--- config.mk ---
export PLATFORM = sky130hd
export DESIGN_NAME = pwr_wake_ctl
export DESIGN_NICKNAME = d
export VERILOG_FILES = /design/src/rtl/pwr_wake_pkg.sv /design/src/rtl/pwr_sync.sv /design/src/rtl/pwr_regs.sv /design/src/rtl/pwr_outs.sv /design/src/rtl/pwr_wake_ctl.sv
export SDC_FILE = /design/constraint.sdc
export NUM_CORES = 1
export LEC_CHECK = 0
export ABC_AREA = 1
export BUFFER_PORTS_ARGS = -buffer_cell sky130_fd_sc_hd__buf_2
export CORE_MARGIN = 2
export CORE_UTILIZATION = 40
export CTS_CLUSTER_DIAMETER = 60
export CTS_CLUSTER_SIZE = 25
export DETAILED_ROUTE_END_ITERATION = 8
export PLACE_DENSITY = 0.66
export RECOVER_POWER = 25
export SYNTH_ARGS = -nofsm -noshare
export SYNTH_HDL_FRONTEND = slang
export SYNTH_SLANG_ARGS = --single-unit
--- constraint.sdc ---
create_clock -name clk -period 0.8 [get_ports clk]
set_input_delay 0.16 -clock clk [delete_from_list [all_inputs] [get_ports clk]]
set_output_delay 0.16 -clock clk [all_outputs]
set_load 0.05 [all_outputs]
--- src/rtl/pwr_wake_pkg.sv ---
package pwr_wake_pkg;

  // Control register, MSB first; host software decodes these positions.
  typedef struct packed {
    logic aux_bat_en;
    logic clk32_en;
    logic xtal_sel;
    logic ramclr_en;
    logic hold_drive;
    logic ramclr_irq_en;
    logic wake_en;
    logic kick_en;
  } ctrl_t;

  localparam int unsigned CTRL_W   = $bits(ctrl_t);
  localparam logic        SEL_CTRL = 1'b0;
  localparam logic        SEL_FLAG = 1'b1;
  localparam int unsigned FLAG_W   = 2;
  localparam int unsigned WAKE_BIT = 1;
  localparam int unsigned KICK_BIT = 0;

endpackage

--- src/rtl/pwr_sync.sv ---
module pwr_sync #(
  parameter int unsigned STAGES  = 2,
  parameter logic        RST_VAL = 1'b0
) (
  input  logic clk,
  input  logic rst,
  input  logic d,
  output logic q
);
  logic [STAGES-1:0] chain;

  generate
    if (STAGES == 1) begin : g_one
      always_ff @(posedge clk) begin
        if (rst) chain <= RST_VAL;
        else     chain <= d;
      end
    end else begin : g_many
      always_ff @(posedge clk) begin
        if (rst) chain <= {STAGES{RST_VAL}};
        else     chain <= {chain[STAGES-2:0], d};
      end
    end
  endgenerate

  assign q = chain[STAGES-1];
endmodule

--- src/rtl/pwr_regs.sv ---
module pwr_regs
  import pwr_wake_pkg::*;
(
  input  logic              clk,
  input  logic              rst,
  input  logic              pwr_ok,
  input  logic              kick_lvl,
  input  logic              wake_evt,
  input  logic              reg_wr,
  input  logic              reg_sel,
  input  logic [CTRL_W-1:0] reg_wdata,
  output ctrl_t             ctrl,
  output logic [FLAG_W-1:0] flags
);
  logic pwr_prev, kick_prev;
  logic pwr_rise, kick_fall;
  logic ctrl_wr, flag_wr;
  ctrl_t             ctrl_nx;
  logic [FLAG_W-1:0] set_vec, clr_vec, flags_nx;

  always_ff @(posedge clk) begin
    if (rst) begin
      pwr_prev  <= 1'b0;
      kick_prev <= 1'b1;
    end else begin
      pwr_prev  <= pwr_ok;
      kick_prev <= kick_lvl;
    end
  end

  assign pwr_rise  = pwr_ok & ~pwr_prev;
  assign kick_fall = kick_prev & ~kick_lvl;
  assign ctrl_wr   = reg_wr && (reg_sel == SEL_CTRL);
  assign flag_wr   = reg_wr && (reg_sel == SEL_FLAG);

  always_comb begin
    ctrl_nx = ctrl;
    if (ctrl_wr) ctrl_nx = ctrl_t'(reg_wdata);
    if (pwr_rise) ctrl_nx.clk32_en = 1'b1;
  end

  always_comb begin
    set_vec           = '0;
    set_vec[WAKE_BIT] = wake_evt;
    set_vec[KICK_BIT] = kick_fall;
    clr_vec           = flag_wr ? reg_wdata[FLAG_W-1:0] : '0;
    flags_nx          = (flags & ~clr_vec) | set_vec;
  end

  always_ff @(posedge clk) begin
    if (rst) begin
      ctrl  <= '0;
      flags <= '0;
    end else begin
      ctrl  <= ctrl_nx;
      flags <= flags_nx;
    end
  end


  wake_set_chk: assert property (@(posedge clk) disable iff (rst)
    wake_evt |=> flags[WAKE_BIT]);


  wake_clr_chk: assert property (@(posedge clk) disable iff (rst)
    (flag_wr && reg_wdata[WAKE_BIT] && !wake_evt) |=> !flags[WAKE_BIT]);


  clk32_force_chk: assert property (@(posedge clk) disable iff (rst)
    pwr_rise |=> ctrl.clk32_en);
endmodule

--- src/rtl/pwr_outs.sv ---
module pwr_outs
  import pwr_wake_pkg::*;
(
  input  logic              clk,
  input  logic              rst,
  input  logic              pwr_ok,
  input  logic              hold_drive,
  input  logic              wake_en,
  input  logic              kick_en,
  input  logic [FLAG_W-1:0] flags,
  output logic              pwr_req_n,
  output logic              pwr_req_oe,
  output logic              irq_n
);
  logic req;

  assign req = (flags[WAKE_BIT] & wake_en) | (flags[KICK_BIT] & kick_en);

  always_ff @(posedge clk) begin
    if (rst) begin
      pwr_req_n  <= 1'b1;
      pwr_req_oe <= 1'b0;
      irq_n      <= 1'b1;
    end else begin
      pwr_req_n  <= ~req;
      pwr_req_oe <= pwr_ok | hold_drive;
      irq_n      <= ~(req & pwr_ok);
    end
  end


  irq_quiet_chk: assert property (@(posedge clk) disable iff (rst)
    !pwr_ok |=> irq_n);


  oe_on_pwr_chk: assert property (@(posedge clk) disable iff (rst)
    pwr_ok |=> pwr_req_oe);


  no_req_chk: assert property (@(posedge clk) disable iff (rst)
    (!wake_en && !kick_en) |=> (pwr_req_n && irq_n));
endmodule

--- src/rtl/pwr_wake_ctl.sv ---
module pwr_wake_ctl
  import pwr_wake_pkg::*;
#(
  parameter int unsigned SYNC_STAGES = 2
) (
  input  logic        clk,
  input  logic        rst,
  input  logic        main_pwr,
  input  logic        wake_evt,
  input  logic        kick_n,
  input  logic        reg_wr,
  input  logic        reg_sel,
  input  logic [7:0]  reg_wdata,
  output logic [7:0]  ctrl_q,
  output logic [1:0]  flags_q,
  output logic        pwr_req_n,
  output logic        pwr_req_oe,
  output logic        irq_n
);
  logic              pwr_ok, kick_lvl;
  ctrl_t             ctrl;
  logic [FLAG_W-1:0] flags;

  pwr_sync #(.STAGES(SYNC_STAGES), .RST_VAL(1'b0)) u_pwr_sync (
    .clk(clk), .rst(rst), .d(main_pwr), .q(pwr_ok));

  pwr_sync #(.STAGES(SYNC_STAGES), .RST_VAL(1'b1)) u_kick_sync (
    .clk(clk), .rst(rst), .d(kick_n), .q(kick_lvl));

  pwr_regs u_regs (
    .clk(clk), .rst(rst), .pwr_ok(pwr_ok), .kick_lvl(kick_lvl),
    .wake_evt(wake_evt), .reg_wr(reg_wr), .reg_sel(reg_sel),
    .reg_wdata(reg_wdata), .ctrl(ctrl), .flags(flags));

  pwr_outs u_outs (
    .clk(clk), .rst(rst), .pwr_ok(pwr_ok), .hold_drive(ctrl.hold_drive),
    .wake_en(ctrl.wake_en), .kick_en(ctrl.kick_en), .flags(flags),
    .pwr_req_n(pwr_req_n), .pwr_req_oe(pwr_req_oe), .irq_n(irq_n));

  assign ctrl_q  = ctrl;
  assign flags_q = flags;
endmodule

Yosys cells after proc, flatten, opt, wreduce, memory -nomap -nowiden --
Cells that the tools add are included. W data, S select, Z words.
Storage, ports and cells: bits of input ports 15, bits in registers 19, ROM bits 0, latch bits 0, bits in writable memories 0, logic and storage cells 37, output and inout port bits 13, memories kept 0
Operators by class: div/mod/pow operators 0, shift-type cells 0, reduce and logical (&&, ||, !) cells 3, $lt $le $gt $ge 0, bitwise logic cells 15, add/sub/neg operators 0, mux-type cells 3, multipliers 0, equality and inequality tests 0
Operators by type and width (count):
- $mux W7 | 1
- $and A1 B1 Y1 | 5
- $not A1 Y1 | 5
- $and A2 B2 Y2 | 1
- $logic_and A1 B1 Y1 | 2
- $mux W2 | 1
- $not A2 Y2 | 1
- $or A1 B1 Y1 | 2
- $or A2 B2 Y2 | 1
- $reduce_bool A2 Y1 | 1
- $mux W1 | 1

Logic depth before layout (Yosys ltp) --
Gate-level depths: netlist of the first run.
depth in word-level cells 5, mapped depth 5, gate-level depth less buffers 5

By module --
From an unflattened synthesis of the first run, not the netlist that was laid out.
Second synthesis, totals: cell total of the unflattened synthesis 79, area, all modules 648.1 um^2
Modules (own cells, without submodules):
- pwr_regs | area an instance 435.4 um^2, cells an instance 55, times used 1
- pwr_outs | area an instance 98.8 um^2, cells an instance 11, times used 1
- pwr_sync (u_kick_sync) | area an instance 58.8 um^2, cells an instance 7, times used 1
- pwr_sync (u_pwr_sync) | area an instance 55.1 um^2, cells an instance 6, times used 1

Worst setup path before layout of the first run --
No wires, ideal clock.
kind reg-to-reg, from register u_regs.flags[0], to register u_outs.irq_n, period minus slack after synthesis 0.981 ns, cell stages (with the launch flop) 4, setup slack -0.181 ns, buffers on the path 0, arrival 0.860 ns, required time 0.679 ns, path through dfxtp_1 -> nand2_1 -> nand2_1 -> nand3_1
Between the ends: word-level cells in the longest chain between the ends 4
RTL lines:
- start, declared | RTL line pwr_regs.sv:13 | output logic [FLAG_W-1:0] flags
- start signal, assigned | RTL line pwr_regs.sv:56 | flags <= flags_nx;
- $and A1 B1 Y1 | RTL line pwr_outs.sv:17 | assign req = (flags[WAKE_BIT] & wake_en) | (flags[KICK_BIT] & kick_en);
- $or A1 B1 Y1 | RTL line pwr_outs.sv:17
- $and A1 B1 Y1 | RTL line pwr_outs.sv:27 | irq_n <= ~(req & pwr_ok);
- $not A1 Y1 | RTL line pwr_outs.sv:27
- end signal, assigned | RTL line pwr_outs.sv:27
- end, declared | RTL line pwr_outs.sv:13 | output logic irq_n
Every way passes these cells. A chain may end at the register's enable or synchronous reset.

Worst setup path in the final report of the first run --
from register, netlist name u_regs.ctrl[7], to output port ctrl_q[7]
RTL lines:
- end, declared | RTL line pwr_wake_ctl.sv:14 | output logic [7:0] ctrl_q,
No word-level cell between the ends.

==> results by group, run 1 <==
Outcome
  • Outcome: finished, violations left
  • Failing checks: setup timing

STA
  • Setup ws final: -0.162 ns
  • Final Max Tran Viols: 0
  • RSZ-0062 raised after global routing: yes
  • Slew @ Worst Pin: 0.384 ns
  • Hold Violations, Final: 0
  • Setup violators final: 13
  • Worst slew margin: 74.4%
  • FMAX: 1040 MHz
  • Post-route clock skew: 0.00269 ns
  • Period minus WS final: 0.962 ns
  • Tcrit/Tclk final: 120%

Worst setup path
  • Setup CP Type: flop to primary output
  • Setup crit end kind: primary output
  • CP Cell Sequence: buf_8
  • Crit path launch type: flop
  • Worst path required time: 0.64 ns
  • Critical path arrival: 0.80 ns
  • CP max-delay cell: dfxtp_2
  • CP top delay family: flip-flops
  • Worst path buffer plus inverter count: 1
  • CP Max Fanout: 2
  • Slowest Stage Delay on Critical Path: 0.36 ns

Yosys
  • Avg Cell Area, Syn: 8.24 um2
  • Seq/Total Area, Yosys: 56.3%
  • Post-Syn Area: 676 um2
  • Cells after Synth: 82
  • Netlist cell types: 14
  • Leading area contributor after synthesis: dfxtp_1
  • Yosys Warn Count: 0
  • Yosys top cell area share: 56.3%
  • Mapped Nets: 97
  • Seq cells post-synth: 19
  • Top post-synthesis cells by area: dfxtp_1 (56%), nor2_1 (11%), nand2_1 (6.1%)

GRT
  • First-pass GRT wire length: 2.30 mm
  • Number of global-route vias before repair: 568
  • Initial antenna violation count: 0
  • Global Route Usage Sum: 16.2%
  • Pin count of the biggest net entering global routing: 12
  • Grt ovf: 0

Drt
  • Vias: 602
  • WL per Instance: 10.7 um
  • Drt initial violations: 4
  • DRT antenna net count: 0
  • Met2 routed wirelength: 674 um
  • Remaining DRCs: 0
  • Met3 wire length: 83 um
  • Final WL: 1.40 mm
  • DRT Pass-1 Iters: 2
  • Vias/cell: 4.60
  • Max layer used: met4
  • WL met1: 588 um

Final layout
  • Post-layout util: 65.3%
  • Fill count: 137
  • Area delta synth->final: 48.9%
  • Final #Nets: 131
  • Share of cells above drive strength 1: 47.0%
  • Ant diodes: 0

Pwr
  • Pleak: 0.491 nW
  • Worst IR drop on VDD: 1050 uV
  • Power per cell area: 1920 nW/um2
  • Design Power: 1.93 mW

CTS
  • # H-tree levels: 1
  • Clock-pin slew on the worst setup and hold paths: 0.09 ns
  • Clock Path Buffers: 2
  • CTS tree: built
  • Clk Latency, worst-skew pair: 0.29 ns
  • Clock root buffer: clkbuf_4
  • Cts bufs inserted: 3
  • Clk sinks: 19

Placement
  • Count of input and output buffers: 27
  • DP Wirelength: 967 um
  • Global placement routability congestion: 0.782

Floorplan
  • Starting Density: 43.8%
  • Core box area: 1540 um2
  • Die width: 45.1 um
  • Die height: 45.1 um
  • # IOs: 28
  • Die area: 2030 um2
  • Cell Rows: 14

Run
  • Max-cap violations: 0

Hold path
  • Min-Delay Path Class: input pin to flop
-- cell usage in the layout (no fill, tap or decap), types with 4 or more instances in the layout --
master,instances
o21ai_0,4
buf_8,11
buf_2,13
inv_1,9
nand3_1,5
nand2_1,11
dfxtp_2,13
nor2_1,19
buf_4,6
dfxtp_1,6
-- cells in the mapped netlist --
master / number
dfxtp_1: 19
nor2_1: 19
nand2_1: 11
inv_1: 9
nand3_1: 5
o21ai_0: 4
buf_4: 3
o21ai_1: 3
a21oi_1: 2
buf_6: 2
or2_2: 2
inv_2: 1
inv_4: 1
nand2_4: 1
-- area by class of cell --
cell class | count | area (um2) | area share, %
tap | 16 | 20.0 | 1.99
timing repair buffer | 34 | 313 | 31.1
inverter | 11 | 43.8 | 4.35
clock buffer | 4 | 26.3 | 2.61
multi-input combinational | 47 | 206 | 20.5
sequential | 19 | 397 | 39.4
-- logic make-up after synthesis --
group / share of synthesized area, %
AND/OR/NAND/NOR: 23.9
buffers and inverters: 13.1
flip-flops: 56.3
AO/OA/AOI/OAI: 6.67
-- per-layer routing --
metal / global-route usage, % / up-vias
met5: 0 / -
met4: 8.82 / 0
met3: 6.00 / 6
met2: 27.4 / 22
met1: 17.3 / 262
li1: - / 312
-- through the flow --
stage / hold WS (ns) / TNS [ns] / setup WS (ns) / instance area (um2) / cells
2_1_floorplan: 0.264 / -0.00932 / -0.00932 / 684 / 82
3_3_place_gp: 0.342 / 0 / 0.0108 / 810 / 122
3_5_place_dp: 0.346 / 0 / 0.00703 / 810 / 122
4_1_cts: 0.0311 / -2.07 / -0.175 / 977 / 130
5_1_grt: 0.0189 / -2.59 / -0.216 / 1010 / 131
6_report: 0.0439 / -1.95 / -0.162 / 1010 / 131
-- registers in the layout, summed over array words and instances (netlist names) --
| name | flops |
|---|---|
| u_outs.pwr_req_n | 1 |
| u_outs.pwr_req_oe | 1 |
| u_regs.kick_prev | 1 |
| u_outs.irq_n | 1 |
| u_regs.ctrl | 8 |
| u_regs.flags | 2 |
| u_pwr_sync.chain | 2 |
| u_kick_sync.chain | 2 |
| u_regs.pwr_prev | 1 |
-- where the power goes --
group | internal [mW] | switching, mW | total [mW]
clock network | 0.194 | 0.268 | 0.462
registers | 1.00 | 0.0368 | 1.04
logic | 0.183 | 0.240 | 0.423
total | 1.38 | 0.545 | 1.93
-- worst reg2reg max path, delay by kind of cell, from the launching register on --
family,cells,cell delay (ns)
DFF,1,0.36
buffers and inverters,1,0.11
and+or+nand+nor,3,0.18
-- what timing repair did --
item,CTS,global route
endpoints found under the hold margin,0,0
hold buffers,0,0
setup buffers,4,1
pin swaps,0,1
resized for setup,38,6
setup endpoints to repair,13,14
-- worst paths after layout --
check	cells after the start	slack, ns	to	startpoint
setup / recovery	1	-0.16	ctrl_q[7]	u_regs.ctrl[7]$_SDFFE_PP0P_
hold / removal	2	0.04	u_kick_sync.chain[0]$_SDFF_PP1_	kick_n
setup reg to reg	4	0.04	u_outs.irq_n$_SDFF_PP1_	u_regs.flags[1]$_SDFF_PP0_
hold reg to reg	1	0.41	u_kick_sync.chain[1]$_SDFF_PP1_	u_kick_sync.chain[0]$_SDFF_PP1_
Power figures use the tool's default switching activity.
==> run 2, diff against run 1 <==
CTS_BUF_LIST = sky130_fd_sc_hd__clkbuf_4 sky130_fd_sc_hd__clkbuf_8   (was not set)
==> results by group, run 2 (same netlist as run 1, synthesis figures left out) <==
STA
  • Final Max Tran Viols: 0
  • Period minus WS final: 0.970 ns
  • Hold Violations, Final: 0
  • Worst slew margin: 74.5%
  • FMAX: 1030 MHz
  • Tcrit/Tclk final: 121%
  • Setup ws final: -0.170 ns
  • RSZ-0062 raised after global routing: yes
  • Post-route clock skew: 0.00841 ns
  • Hold Slack: 0.0445 ns
  • Setup violators final: 13
  • Setup TNS: -2.01 ns
  • Slew @ Worst Pin: 0.383 ns

Drt
  • DRT antenna net count: 0
  • WL per Instance: 10.8 um
  • DRT Pass-1 Iters: 4
  • Drt initial violations: 5
  • Vias: 616
  • Final WL: 1.41 mm
  • Vias/cell: 4.70
  • Remaining DRCs: 0

GRT
  • Initial antenna violation count: 0
  • Number of global-route vias before repair: 568
  • Grt ovf: 0
  • Global Route Usage Sum: 16.2%
  • Pin count of the biggest net entering global routing: 12
  • First-pass GRT wire length: 2.30 mm

Pwr
  • Combinational Power Share: 21.4%
  • Clock share of power: 25.7%
  • Sequential Power Share: 52.8%
  • Worst IR drop on VDD: 1050 uV
  • Pint: 1.42 mW
  • NetSw: 555 uW
  • Sw frac: 28.2%
  • Pleak: 0.494 nW
  • Power per cell area: 1950 nW/um2

Final layout
  • Non-Filler Instances: 131
  • Share of cells above drive strength 1: 47.8%
  • Largest register FFs: 8
  • Final #Nets: 131
  • Most frequent cells in the layout: nor2_1 (19), buf_2 (13), dfxtp_2 (13)
  • Most common cell after layout, fill and taps aside: nor2_1
  • Multi-input logic area: 206 um2
  • Largest Register: u_regs.ctrl
  • Register Area: 397 um2
  • Design area: 1010 um2
  • Area delta synth->final: 49.4%
  • Fill count: 135
  • Ant diodes: 0

CTS
  • CTS tree: built
  • Clock root buffer: clkbuf_4
  • Clk Latency, worst-skew pair: 0.30 ns
  • Post-CTS Hold Buffers: 0
  • Clk sinks: 19
  • # H-tree levels: 1
  • Clock-pin slew on the worst setup and hold paths: 0.10 ns
  • Clock Path Buffers: 2
  • Cts bufs inserted: 3

Worst setup path
  • Worst reg2reg path depth: 4
  • R2R Setup Slk: 0.03 ns
  • Setup CP Type: flop to primary output
  • Crit Reg-Reg Endpoint: u_outs.irq_n$_SDFF_PP1_
  • Critical path arrival: 0.81 ns
  • CP top delay family: flip-flops
  • CP Max Fanout: 2
  • CP max-delay cell: dfxtp_2
  • Worst path buffer plus inverter count: 1
  • Slowest Stage Delay on Critical Path: 0.36 ns
  • CP Cell Sequence: buf_8
  • Worst path required time: 0.64 ns
  • Setup crit end kind: primary output
  • Crit path launch type: flop
  • Worst r2r src: u_regs.flags[1]$_SDFF_PP0_

Floorplan
  • Die area: 2030 um2
  • Core box area: 1540 um2
  • # IOs: 28
  • Cell Rows: 14
  • Starting Density: 43.8%
  • Die height: 45.1 um
  • Die width: 45.1 um

Placement
  • Count of input and output buffers: 27
  • Global placement routability congestion: 0.782
  • Total placed cells including tap cells: 122
  • Dpl ws: 0.00703 ns
  • DP Area: 810 um2
  • DP Wirelength: 967 um

Outcome
  • Failing checks: setup timing
  • Outcome: finished, violations left

Hold path
  • Hold Path Sink: u_kick_sync.chain[0]$_SDFF_PP1_
  • Hold_sp: kick_n
  • Hold Path Depth: 2
  • Min-Delay Path Class: input pin to flop

Run
  • Max-cap violations: 0
[run 2: cell counts in the layout (fill, tap and decap cells not counted)]
No cell type changed its count.
[run 2: power by group through the flow]
stage / Clock, mW / Sequential (mW) / Combinational [mW]
2_1_floorplan: 0 / 1.15 / 0.148
3_5_place_dp: 0 / 1.05 / 0.326
6_report: 0.507 / 1.04 / 0.423
4_1_cts: 0.519 / 1.04 / 0.407
3_3_place_gp: 0 / 1.05 / 0.323
5_1_grt: 0.579 / 1.05 / 0.453
[run 2: worst max-delay path by stage]
stage | start | to | slack, ns | cells after the start
floorplan | u_regs.flags[0]$_SDFF_PP0_ | u_outs.irq_n$_SDFF_PP1_ | -0.009 | 3
global placement | reg_sel | u_regs.ctrl[7]$_SDFFE_PP0P_ | 0.01 | 5
detailed placement | reg_sel | u_regs.ctrl[1]$_SDFFE_PP0P_ | 0.007 | 5
CTS | u_regs.ctrl[6]$_SDFFE_PP0P_ | ctrl_q[6] | -0.17 | 1
global route | u_regs.ctrl[7]$_SDFFE_PP0P_ | ctrl_q[7] | -0.22 | 1
finish | u_regs.flags[0]$_SDFF_PP0_ | flags_q[0] | -0.17 | 1
[run 2: what timing repair did]
item	in CTS	in global routing
gates resized for setup	38	6
endpoints found under the setup margin	13	14
pin swaps	0	1
setup buffers	4	1
[run 2: layout make-up]
type / count / area share, %
well taps: 16 / 1.98
clock buffers: 4 / 2.97
inverters: 11 / 4.34
flip-flops and latches: 19 / 39.3
repair buffers: 34 / 31.0
multi-input cells: 47 / 20.4
[run 2: routing by layer]
metal / GRT usage, % / share of wire (%) / vias up
met2: 27.4 / 47 / 24
met3: 6.00 / 6.0 / 6
met5: 0 / 0 / -
met1: 17.3 / 43 / 272
li1: - / - / 314
met4: 8.82 / 4.0 / 0
[run 2: worst register-to-register path: stages, from the launching register on]
cell,delay (ns)
dfxtp_2,0.36
buf_4,0.11
nand2_1,0.04
nand2_1,0.07
nand3_1,0.07
[run 2: metrics by stage]
step	util (%)	power [mW]
floorplan	-	1.30
global placement	52.5	1.37
detailed placement	52.5	1.37
CTS	63.6	1.96
global route	65.5	2.08
finish	65.5	1.97
